===== config.mk =====
export PLATFORM = sky130hd
export DESIGN_NAME = ffvec_seq
export DESIGN_NICKNAME = d
export VERILOG_FILES = /design/src/rtl/ffvec_pkg.sv /design/src/rtl/ffvec_decode.sv /design/src/rtl/ffvec_eval.sv /design/src/rtl/ffvec_walker.sv /design/src/rtl/ffvec_seq.sv
export SDC_FILE = /design/constraint.sdc
export NUM_CORES = 1
export LEC_CHECK = 0
export ABC_AREA = 1
export BUFFER_PORTS_ARGS = -buffer_cell sky130_fd_sc_hd__buf_2
export CAP_MARGIN = 10
export CORE_UTILIZATION = 55
export DETAILED_ROUTE_END_ITERATION = 10
export GPL_ROUTABILITY_DRIVEN = 0
export GPL_TIMING_DRIVEN = 1
export HOLD_SLACK_MARGIN = 0.06
export PLACE_DENSITY = 0.79
export SKIP_CTS_REPAIR_TIMING = 1
export SLEW_MARGIN = 30
export SYNTH_ARGS = -nofsm -noshare
export SYNTH_HDL_FRONTEND = slang
export SYNTH_HIERARCHICAL = 1
export SYNTH_SLANG_ARGS = --single-unit

===== constraint.sdc =====
create_clock -name clk -period 2.4 [get_ports clk]
set_input_delay 0.72 -clock clk [delete_from_list [all_inputs] [get_ports clk]]
set_output_delay 0.72 -clock clk [all_outputs]
set_load 0.01 [all_outputs]

===== src/rtl/ffvec_pkg.sv =====
package ffvec_pkg;

  typedef enum logic [1:0] {
    KIND_PLAIN  = 2'b00,
    KIND_FF     = 2'b01,
    KIND_REDUCE = 2'b10,
    KIND_FF_VLI = 2'b11
  } run_kind_e;

  typedef struct packed {
    logic       ff_en;
    logic       mapred;
    logic       vli;
    logic       zero;
    logic       snz;
    logic       inv;
    logic       rev;
    logic [1:0] bsel;
    logic       scalar_dst;
  } run_cfg_t;

endpackage


===== src/rtl/ffvec_decode.sv =====
module ffvec_decode
  import ffvec_pkg::*;
(
  input  logic [1:0] mode_kind,
  input  logic       opt_snz,
  input  logic       opt_inv,
  input  logic       opt_rev,
  input  logic       opt_wide,
  input  logic       opt_zero,
  input  logic [1:0] bit_sel,
  input  logic       dst_scalar,
  output run_cfg_t   cfg,
  output logic       bad_enc
);

  run_kind_e kind;

  always_comb begin
    kind           = run_kind_e'(mode_kind);
    cfg.ff_en      = (kind == KIND_FF) || (kind == KIND_FF_VLI);
    cfg.mapred     = (kind != KIND_PLAIN);
    cfg.vli        = (kind == KIND_FF_VLI);
    // narrow fail-first forces zeroing on both sides
    cfg.zero       = (cfg.ff_en && !opt_wide) ? 1'b1 : opt_zero;
    cfg.snz        = opt_snz;
    cfg.inv        = opt_inv;
    cfg.rev        = opt_rev;
    cfg.bsel       = bit_sel;
    cfg.scalar_dst = dst_scalar;
    bad_enc        = !cfg.ff_en && (opt_snz || opt_inv);
  end

endmodule


===== src/rtl/ffvec_eval.sv =====
module ffvec_eval
  import ffvec_pkg::*;
(
  input  run_cfg_t   cfg,
  input  logic       pred,
  input  logic [3:0] res,
  output logic       skip,
  output logic       fail,
  output logic       wr
);

  logic active;
  logic tbit;

  always_comb begin
    active = pred || cfg.zero;
    skip   = !active;
    tbit   = pred ? (res[cfg.bsel] ^ cfg.inv) : cfg.snz;
    fail   = cfg.ff_en && active && tbit;
    wr     = active && (!fail || cfg.vli);
  end

endmodule


===== src/rtl/ffvec_walker.sv =====
module ffvec_walker #(
  parameter int IDXW = 6,
  parameter int VLW  = 7
) (
  input  logic            clk,
  input  logic            rst,
  input  logic            load,
  input  logic            step,
  input  logic            rev,
  input  logic [VLW-1:0]  vl,
  output logic [IDXW-1:0] idx,
  output logic [VLW-1:0]  cnt,
  output logic            last
);

  logic [VLW-1:0] vl_q;
  logic           rev_q;

  always_ff @(posedge clk) begin
    if (rst) begin
      idx   <= '0;
      cnt   <= '0;
      vl_q  <= '0;
      rev_q <= 1'b0;
    end else if (load) begin
      idx   <= rev ? IDXW'(vl - VLW'(1)) : '0;
      cnt   <= '0;
      vl_q  <= vl;
      rev_q <= rev;
    end else if (step) begin
      idx <= rev_q ? idx - IDXW'(1) : idx + IDXW'(1);
      cnt <= cnt + VLW'(1);
    end
  end

  assign last = (cnt == vl_q - VLW'(1));

  a_r3_forward_step: assert property (@(posedge clk) disable iff (rst)
    (step && !load && !rev_q) |=> (idx == $past(idx) + IDXW'(1)));

  a_r10_reverse_step: assert property (@(posedge clk) disable iff (rst)
    (step && !load && rev_q) |=> (idx == $past(idx) - IDXW'(1)));

endmodule


===== src/rtl/ffvec_seq.sv =====
module ffvec_seq
  import ffvec_pkg::*;
#(
  parameter int MAXVL = 64,
  localparam int IDXW = (MAXVL > 1) ? $clog2(MAXVL) : 1,
  localparam int VLW  = $clog2(MAXVL + 1)
) (
  input  logic            clk,
  input  logic            rst,
  input  logic            start,
  input  logic [1:0]      mode_kind,
  input  logic            opt_snz,
  input  logic            opt_inv,
  input  logic            opt_rev,
  input  logic            opt_wide,
  input  logic            opt_zero,
  input  logic [1:0]      bit_sel,
  input  logic            dst_scalar,
  input  logic [VLW-1:0]  vl_in,
  output logic            elem_req,
  output logic [IDXW-1:0] elem_idx,
  input  logic [3:0]      elem_res,
  input  logic            elem_pred,
  output logic            wr_en,
  output logic [IDXW-1:0] wr_idx,
  output logic [VLW-1:0]  vl_out,
  output logic            done,
  output logic            illegal
);

  run_cfg_t       cfg_d, cfg_q;
  logic           bad_d;
  logic           busy_q;
  logic [VLW-1:0] vl_cap_q;
  logic           e_skip, e_fail, e_wr;
  logic [VLW-1:0] cnt;
  logic           last;
  logic           step;

  ffvec_decode u_dec (
    .mode_kind (mode_kind),
    .opt_snz   (opt_snz),
    .opt_inv   (opt_inv),
    .opt_rev   (opt_rev),
    .opt_wide  (opt_wide),
    .opt_zero  (opt_zero),
    .bit_sel   (bit_sel),
    .dst_scalar(dst_scalar),
    .cfg       (cfg_d),
    .bad_enc   (bad_d)
  );

  ffvec_eval u_eval (
    .cfg (cfg_q),
    .pred(elem_pred),
    .res (elem_res),
    .skip(e_skip),
    .fail(e_fail),
    .wr  (e_wr)
  );

  assign step = busy_q && !start;

  ffvec_walker #(.IDXW(IDXW), .VLW(VLW)) u_walk (
    .clk (clk),
    .rst (rst),
    .load(start),
    .step(step),
    .rev (opt_rev),
    .vl  (vl_in),
    .idx (elem_idx),
    .cnt (cnt),
    .last(last)
  );

  assign elem_req = busy_q;

  always_ff @(posedge clk) begin
    if (rst) begin
      cfg_q    <= '0;
      busy_q   <= 1'b0;
      done     <= 1'b0;
      illegal  <= 1'b0;
      vl_out   <= '0;
      vl_cap_q <= '0;
      wr_en    <= 1'b0;
      wr_idx   <= '0;
    end else begin
      wr_en <= 1'b0;
      if (start) begin
        cfg_q    <= cfg_d;
        illegal  <= bad_d;
        vl_out   <= vl_in;
        vl_cap_q <= vl_in;
        done     <= bad_d || (vl_in == '0);
        busy_q   <= !bad_d && (vl_in != '0);
      end else if (busy_q) begin
        wr_en  <= e_wr;
        wr_idx <= cfg_q.scalar_dst ? '0 : elem_idx;
        if (e_fail) begin
          vl_out <= cnt + VLW'(cfg_q.vli);
          done   <= 1'b1;
          busy_q <= 1'b0;
        end else if (last || (!e_skip && !cfg_q.mapred && cfg_q.scalar_dst)) begin
          done   <= 1'b1;
          busy_q <= 1'b0;
        end
      end
    end
  end

  a_r2_illegal_no_write: assert property (@(posedge clk) disable iff (rst)
    illegal |-> !wr_en);

  a_r4_write_follows_issue: assert property (@(posedge clk) disable iff (rst)
    wr_en |-> $past(busy_q));

  a_r5_vl_never_grows: assert property (@(posedge clk) disable iff (rst)
    done |-> (vl_out <= vl_cap_q));

  a_r12_result_holds: assert property (@(posedge clk) disable iff (rst)
    (done && !start) |=> (done && $stable(vl_out)));

  a_r11_empty_vector: assert property (@(posedge clk) disable iff (rst)
    (start && vl_in == '0) |=> (done && !elem_req && vl_out == '0));

endmodule


==> results of run 1 <==
-- path summary, 6_finish.rpt --
check / from / to / slack [ns] / depth (start not counted)
setup reg to reg: u_walk/vl_q[0] / done / 0.59 / 14
hold / removal: wr_idx[1] / wr_idx[1] / 0.46 / 2
hold reg to reg: wr_idx[1] / wr_idx[1] / 0.46 / 2
setup / recovery: u_walk/vl_q[0] / done / 0.59 / 14
-- registers in the layout (all words and copies together) (netlist names) --
| register | flops |
|---|---|
| cfg_q | 9 |
| u_walk/cnt | 7 |
| u_walk/vl_q | 7 |
| vl_out | 7 |
| u_walk/idx | 6 |
| wr_idx | 6 |
| done | 1 |
| elem_req | 1 |
| illegal | 1 |
| u_walk/rev_q | 1 |
| wr_en | 1 |
-- through the flow --
step	util	setup WS (ns)	cell area, sq um
after global placement	0.6212	0.4498	2934
after CTS	0.6461	0.5489	3052
after detailed placement	0.6212	0.4010	2934
after global routing	0.6461	0.3826	3052
final	0.6461	0.5916	3052
after floorplan	-	0.5525	2705
-- worst min-delay path, cell delays in order, from the launching register on --
cell and delay [ns]:
dfxtp_1 0.32, nand2_1 0.06, a21oi_1 0.05
-- power by group through the flow --
stage          Combinational [mW]  Clock [mW]  Sequential, mW
6_report                    0.311       0.610           0.856
5_1_grt                     0.357       0.654           0.863
4_1_cts                     0.308       0.621           0.856
3_5_place_dp                0.305           0           0.874
3_3_place_gp                0.297           0           0.874
2_1_floorplan               0.215           0           0.877
-- metal layers --
metal	vias up	wire, um
li1	1374	-
met5	-	0
met2	91	2877
met3	5	450
met4	0	45
met1	1236	2885
-- cell usage in the layout (no fill, tap or decap), types with 4 or more instances in the layout --
master    instances
dfxtp_1          47
buf_2            47
ha_1              9
nand3_1          29
nand3_2           4
inv_1            53
clkbuf_8          6
nor2_1           53
nor3_1            4
o21ai_0          35
a21oi_1          38
xnor2_1           4
inv_2             7
nand2_1          76
-- cell type report --
cell class,instances,area (sq um)
repair buffers,48,242.7
well taps,67,83.83
clock buffers,6,82.58
clock inverters,2,35.03
inverters,60,225.2
flip-flops and latches,47,940.9
multi-input cells,281,1441
fillers,465,1672
==> flow_summary_export.csv, run 1 <==
group,metric,value,unit
outcome,status,"complete, no violations",
sta,period_needed,1.808,ns
worst_setup_path,crit_slowest_cell,"dfxtp_1",
yosys,syn_area_per_cell,6.712,sq um
floorplan,die_w,72.13,um
worst_setup_path,crit_fanout,6,
routing,finalWirelength,6258,um
sta,rsz0062_at_grt,"no",
pwr,p_leak,1.451,nW
pwr,p_sw_frac,0.2814,
grt,grt_most_used_layer,"met2",
sta,setup_tns,0,ns
floorplan,dieArea,5203,sq um
cts,cts_max_level,2,
cts,clkTransAtPathRegs,0.09,ns
routing,via_per_inst,5.295,
grt,gr-usage-met1,0.3406,
pwr,power_density,582.2,nW/um^2
run,maxCapViolCount,0,
placement,placed_cells,503,
routing,ant_nets,0,
worst_setup_path,path_class,"reg -> reg",
routing,drtIter0Drc,202,
cts,clockBufferDepth,2,
worst_setup_path,arrival,2.05,ns
yosys,syn_inst,403,
floorplan,coreArea,4723,sq um
cts,cts_inserted_buffers,5,
cts,clk_latency,0.30,ns
yosys,syn_nets,438,
grt,grt_use_met3,0.06111,
worst_setup_path,path_cells,"inv_1, ha_1, inv_1, nand2_1, nand2_1, nor2_1, nand3_1, nor2_1, nand3_1, nor2_1, inv_1, nand3_1, o21ai_0, a21oi_1",
grt,grt_usage,0.2585,
floorplan,rows,25,
routing,first_pass_iters,5,
placement,place_hpwl,4590,um
sta,relSlewSlack,0.6823,
pwr,power,1.777,mW
worst_setup_path,max_stage_delay,0.33,ns
routing,wl_per_cell,12.25,um
pwr,power_frac_seq,0.482,
grt,grt_pass1_wl,10620,um
grt,grt_pass1_vias,2379,
sta,worst_pin_slew,0.4748,ns
yosys,yosysWarningCount,6,
sta,skew,0.003690,ns
grt,overflow,0,
grt,grt_antenna_before_repair,0,
pwr,p_clk_frac,0.343,
pwr,power.share.combinational,0.175,
finish,syn2layout_area_growth,12.81,%
hold_path,min_path_type,"reg -> reg",
pwr,max-vdd-ir-drop,0.3861,mV
finish,drive_gt1_frac,0.1734,
sta,setup_viol,0,
worst_setup_path,crit_family,"simple AND/OR/NAND/NOR gates",
sta,period_share,0.7535,
worst_setup_path,critPathRequiredTime,2.64,ns
sta,holdWs,0.4630,ns
grt,grt_use_met2,0.4247,
sta,hold_viol,0,
pwr,netSwitchingPower,499.9,uW
cts,clock-root-buffer,"clkbuf_8",
sta,slew_violations,0,
routing,via_count,2706,
cts,cts.sinks,47,
worst_setup_path,path_buf_inv,3,
cts,cts_tree,"done",
routing,drc,0,
finish,fin_nets,478,
placement,io_buffers,47,
finish,antennaDiodeCount,0,
worst_setup_path,critPathLaunchType,"flop",
finish,stdcell_count,511,
floorplan,start_util,0.5727,
sta,max_freq,553.0,MHz
floorplan,io_pins,48,
floorplan,die_height,72.13,um
grt,grt_max_degree,40,
worst_setup_path,cp-end-kind,"flop",
yosys,syn_area,2705,sq um
pwr,p_int,1.277,mW
Note: power is estimated with default switching activity, not from simulation.
==> run 2: changes to the inputs <==
==> constraint.sdc (replaced) <==
create_clock -name clk -period 1.85 [get_ports clk]
set_input_delay 0.555 -clock clk [delete_from_list [all_inputs] [get_ports clk]]
set_output_delay 0.555 -clock clk [all_outputs]
set_load 0.01 [all_outputs]
==> flow_summary_export.csv, run 2 (synthesis gave the netlist of run 1 again) <==
group,metric,value,unit
worst_setup_path,cp-end-kind,"flop",
worst_setup_path,path_class,"reg -> reg",
worst_setup_path,regToRegSetupSlack,0.19,ns
routing,wl_per_cell,12.00,um
hold_path,hold_depth,2,
sta,rsz0062_at_grt,"no",
outcome,status,"complete, no violations",
run,maxCapViolCount,0,
placement,place_hpwl,4618,um
grt,grt_pass1_vias,2236,
grt,overflow,0,
hold_path,min_to,"wr_idx[5]",
floorplan,rows,25,
floorplan,io_pins,48,
pwr,p_leak,1.461,nW
placement,io_buffers,47,
cts,cts_max_level,2,
routing,via_per_inst,5.211,
finish,fin_nets,481,
worst_setup_path,regToRegStartpoint,"u_walk/vl_q[1]",
sta,relSlewSlack,0.7340,
finish,syn2layout_area_growth,13.83,%
sta,period_share,0.8988,
cts,clk_latency,0.30,ns
finish,antennaDiodeCount,0,
cts,cts_inserted_buffers,5,
cts,cts_tree,"done",
sta,setup_tns,0,ns
floorplan,die_w,72.13,um
grt,grt_antenna_before_repair,0,
worst_setup_path,critPathRequiredTime,2.09,ns
worst_setup_path,arrival,1.90,ns
sta,layout_setup_ws,0.1872,ns
finish,largest_register,"cfg_q",
pwr,power_density,702.7,nW/um^2
cts,clkTransAtPathRegs,0.09,ns
finish,largest_register_ffs,9,
sta,slew_violations,0,
sta,holdWs,0.4650,ns
finish,stdcell_count,513,
routing,drc,0,
grt,grt_usage,0.2482,
routing,finalWirelength,6158,um
worst_setup_path,reg2reg_depth,14,
routing,drtIter0Drc,230,
floorplan,dieArea,5203,sq um
worst_setup_path,critPathLaunchType,"flop",
pwr,max-vdd-ir-drop,0.3454,mV
floorplan,coreArea,4723,sq um
grt,grt_pass1_wl,10160,um
floorplan,start_util,0.5727,
floorplan,die_height,72.13,um
hold_path,hp-start,"wr_idx[5]",
worst_setup_path,reg2reg_to,"done",
finish,fin_util,0.6519,
placement,dpl_worst_slack,0.02683,ns
sta,skew,0.004948,ns
sta,setup_viol,0,
worst_setup_path,crit_fanout,3,
sta,hold_viol,0,
hold_path,min_path_type,"reg -> reg",
finish,final_common_cell,"nand2_1",
cts,clockBufferDepth,2,
sta,worst_pin_slew,0.3986,ns
placement,placed_cells,506,
routing,ant_nets,0,
sta,period_needed,1.663,ns
routing,via_count,2673,
finish,drive_gt1_frac,0.1951,
routing,first_pass_iters,5,
cts,cts.sinks,47,
finish,final_cell_mix,"nand2_1, nor2_1, inv_1",
cts,clock-root-buffer,"clkbuf_8",
grt,grt_max_degree,40,
sta,max_freq,601.4,MHz
[run 2: worst max path at each step]
stage | cells after the start | to | from | slack (ns)
after floorplan | 7 | u_walk/cnt[6] | start | 0.17
after global placement | 11 | vl_out[3] | elem_res[1] | 0.09
after detailed placement | 11 | vl_out[1] | elem_res[3] | 0.03
after CTS | 14 | done | u_walk/vl_q[1] | 0.10
after global routing | 14 | done | u_walk/vl_q[1] | 0.01
final | 14 | done | u_walk/vl_q[1] | 0.19
[run 2: area by class of cell]
| cell class | instances | area [sq um] |
|---|---|---|
| Fill cell | 437 | 1644 |
| Multi-Input combinational cell | 281 | 1461 |
| Sequential cell | 47 | 943.4 |
| Timing Repair Buffer | 51 | 277.8 |
| Inverter | 60 | 225.2 |
| Tap cell | 67 | 83.83 |
| Clock buffer | 6 | 82.58 |
| Clock inverter | 1 | 5.005 |
[run 2: layer usage]
metal | vias up | GRT usage | wire [um]
met3 | 7 | 0.04167 | 432
met4 | 0 | 0.07625 | 64
met2 | 89 | 0.3853 | 2777
met1 | 1196 | 0.3528 | 2884
li1 | 1381 | - | -
met5 | - | 0 | 0
[run 2: worst max-delay path, stage by stage, from the launching register on]
cell,delay [ns]
dfxtp_2,0.35
inv_2,0.04
ha_4,0.26
inv_1,0.04
nand2_1,0.06
nand2_1,0.05
nor2_1,0.10
nand3_1,0.09
nor2_1,0.09
nand3_1,0.08
nor2_2,0.15
inv_2,0.06
nand3_2,0.06
o21ai_1,0.06
a21oi_1,0.12
[run 2: per-stage QoR]
| step | power [mW] | cell area, sq um |
|---|---|---|
| floorplan | 1.417 | 2705 |
| global placement | 1.527 | 2969 |
| detailed placement | 1.540 | 2969 |
| CTS | 2.167 | 3057 |
| global route | 2.287 | 3079 |
| finish | 2.164 | 3079 |
[run 2: power by group]
part	switching, mW	internal (mW)	leakage [nW]
registers	0.0447	1.07	0.387
clock network	0.338	0.294	0.0470
logic	0.255	0.166	1.03
total	0.638	1.53	1.46
==> run 3: changes to the inputs <==
--- a/config.mk
+++ b/config.mk
@@ -14,6 +14,7 @@
 export GPL_TIMING_DRIVEN = 1
 export HOLD_SLACK_MARGIN = 0.06
 export PLACE_DENSITY = 0.79
+export SETUP_SLACK_MARGIN = 0.2
 export SKIP_CTS_REPAIR_TIMING = 1
 export SLEW_MARGIN = 30
 export SYNTH_ARGS = -nofsm -noshare
==> flow_summary_export.csv, run 3 (synthesis gave the netlist of run 1 again) <==
group,metric,value,unit
cts,cts_max_level,2,
grt,grt_antenna_before_repair,0,
sta,relSlewSlack,0.7074,
grt,grt_usage,0.2523,
finish,largest_register,"cfg_q",
pwr,p_leak,1.492,nW
routing,via_per_inst,5.245,
worst_setup_path,critPathRequiredTime,2.10,ns
routing,drtIter0Drc,150,
sta,rsz0062_at_grt,"yes",
cts,cts_tree,"done",
cts,cts.sinks,47,
hold_path,min_path_type,"reg -> reg",
sta,layout_setup_ws,0.1975,ns
sta,hold_viol,0,
placement,dpl_worst_slack,0.006320,ns
worst_setup_path,reg2reg_to,"done",
cts,clockBufferDepth,2,
cts,clock-root-buffer,"clkbuf_8",
worst_setup_path,path_cells,"inv_2, ha_4, inv_2, nand2_1, nand2_1, nor2_1, nand3_1, nor2_1, nand3_1, nor2_2, inv_2, nand3_2, o21ai_2, a21oi_1",
cts,clk_latency,0.31,ns
pwr,netSwitchingPower,681.2,uW
cts,cts_inserted_buffers,5,
worst_setup_path,regToRegStartpoint,"u_walk/vl_q[1]",
routing,drc,0,
worst_setup_path,path_class,"reg -> reg",
worst_setup_path,regToRegSetupSlack,0.20,ns
routing,first_pass_iters,4,
worst_setup_path,critPathLaunchType,"flop",
placement,io_buffers,47,
finish,final_cell_area,3163,sq um
pwr,p_sw_frac,0.2921,
worst_setup_path,cp-end-kind,"flop",
pwr,power.share.combinational,0.187,
finish,antennaDiodeCount,0,
finish,stdcell_count,518,
routing,wl_per_cell,12.25,um
grt,overflow,0,
worst_setup_path,crit_fanout,3,
routing,finalWirelength,6346,um
placement,place_hpwl,4578,um
pwr,power_density,737.2,nW/um^2
sta,period_needed,1.653,ns
finish,fin_util,0.6697,
floorplan,coreArea,4723,sq um
floorplan,die_w,72.13,um
routing,via_count,2717,
finish,final_cell_mix,"nand2_1, nor2_1, inv_1",
finish,fill_cells,438,
cts,clkTransAtPathRegs,0.10,ns
run,maxCapViolCount,0,
worst_setup_path,crit_slowest_cell,"dfxtp_2",
outcome,status,"complete, no violations",
placement,place_area,2987,sq um
sta,slew_violations,0,
sta,worst_pin_slew,0.4384,ns
routing,ant_nets,0,
pwr,p_clk_frac,0.336,
finish,largest_register_ffs,9,
finish,drive_gt1_frac,0.2262,
worst_setup_path,worst_path_most_repeated_cell,"inv_2",
floorplan,io_pins,48,
finish,final_common_cell,"nand2_1",
pwr,p_int,1.651,mW
floorplan,rows,25,
worst_setup_path,reg2reg_depth,14,
grt,grt_pass1_wl,10430,um
pwr,max-vdd-ir-drop,0.3588,mV
finish,syn2layout_area_growth,16.93,%
worst_setup_path,max_stage_delay,0.35,ns
hold_path,hp-start,"wr_idx[3]",
pwr,power_frac_seq,0.478,
sta,skew,0.009766,ns
floorplan,start_util,0.5727,
hold_path,hold_depth,2,
floorplan,dieArea,5203,sq um
sta,holdWs,0.4633,ns
sta,setup_viol,0,
grt,grt_max_degree,40,
finish,fin_nets,485,
sta,max_freq,605.1,MHz
sta,period_share,0.8933,
sta,setup_tns,0,ns
grt,grt_pass1_vias,2397,
hold_path,min_to,"wr_idx[3]",
worst_setup_path,arrival,1.90,ns
floorplan,die_height,72.13,um
placement,placed_cells,508,
pwr,power,2.332,mW
## run 3: routing by layer
metal  routed length [um]  share of wire  global-route usage
met5                    0              0                   0
met1                 2923           0.46              0.3310
met2                 2995           0.47              0.4237
met4                   51         0.0080             0.06536
met3                  377          0.059             0.05139
## run 3: power groups by stage
stage / combinational [mW] / clock (mW) / sequential [mW]
after CTS: 0.414 / 0.790 / 1.11
after detailed placement: 0.410 / 0 / 1.13
after global placement: 0.400 / 0 / 1.13
after global routing: 0.495 / 0.838 / 1.12
after floorplan: 0.280 / 0 / 1.14
final: 0.436 / 0.782 / 1.11
## run 3: layout make-up
| class | instances | area (sq um) | share of cell area |
|---|---|---|---|
| clock buffers | 5 | 68.82 | 0.02176 |
| clock inverters | 3 | 46.29 | 0.01464 |
| inverters | 60 | 225.2 | 0.07120 |
| multi-input cells | 281 | 1480 | 0.4680 |
| flip-flops and latches | 47 | 950.9 | 0.3006 |
| well taps | 67 | 83.83 | 0.02650 |
| repair buffers | 55 | 307.8 | 0.09731 |
## run 3: worst max path at each step
stage                          to  slack, ns  cells after the start           start
floorplan           u_walk/cnt[5]       0.27                      9           start
global route                 done       0.07                     14  u_walk/vl_q[0]
CTS                          done        0.1                     14  u_walk/vl_q[1]
finish                       done       0.20                     14  u_walk/vl_q[1]
global placement        vl_out[3]       0.09                     11     elem_res[1]
detailed placement      vl_out[2]      0.006                     11     elem_res[1]
## run 3: worst max-delay path, delay by kind of cell (launching register included)
family                     cells  cell delay [ns]
AOI/OAI and AO/OA              2             0.16
adders and majority gates      1             0.26
buffers and inverters          3             0.14
DFF                            1             0.35
and+or+nand+nor                8             0.70
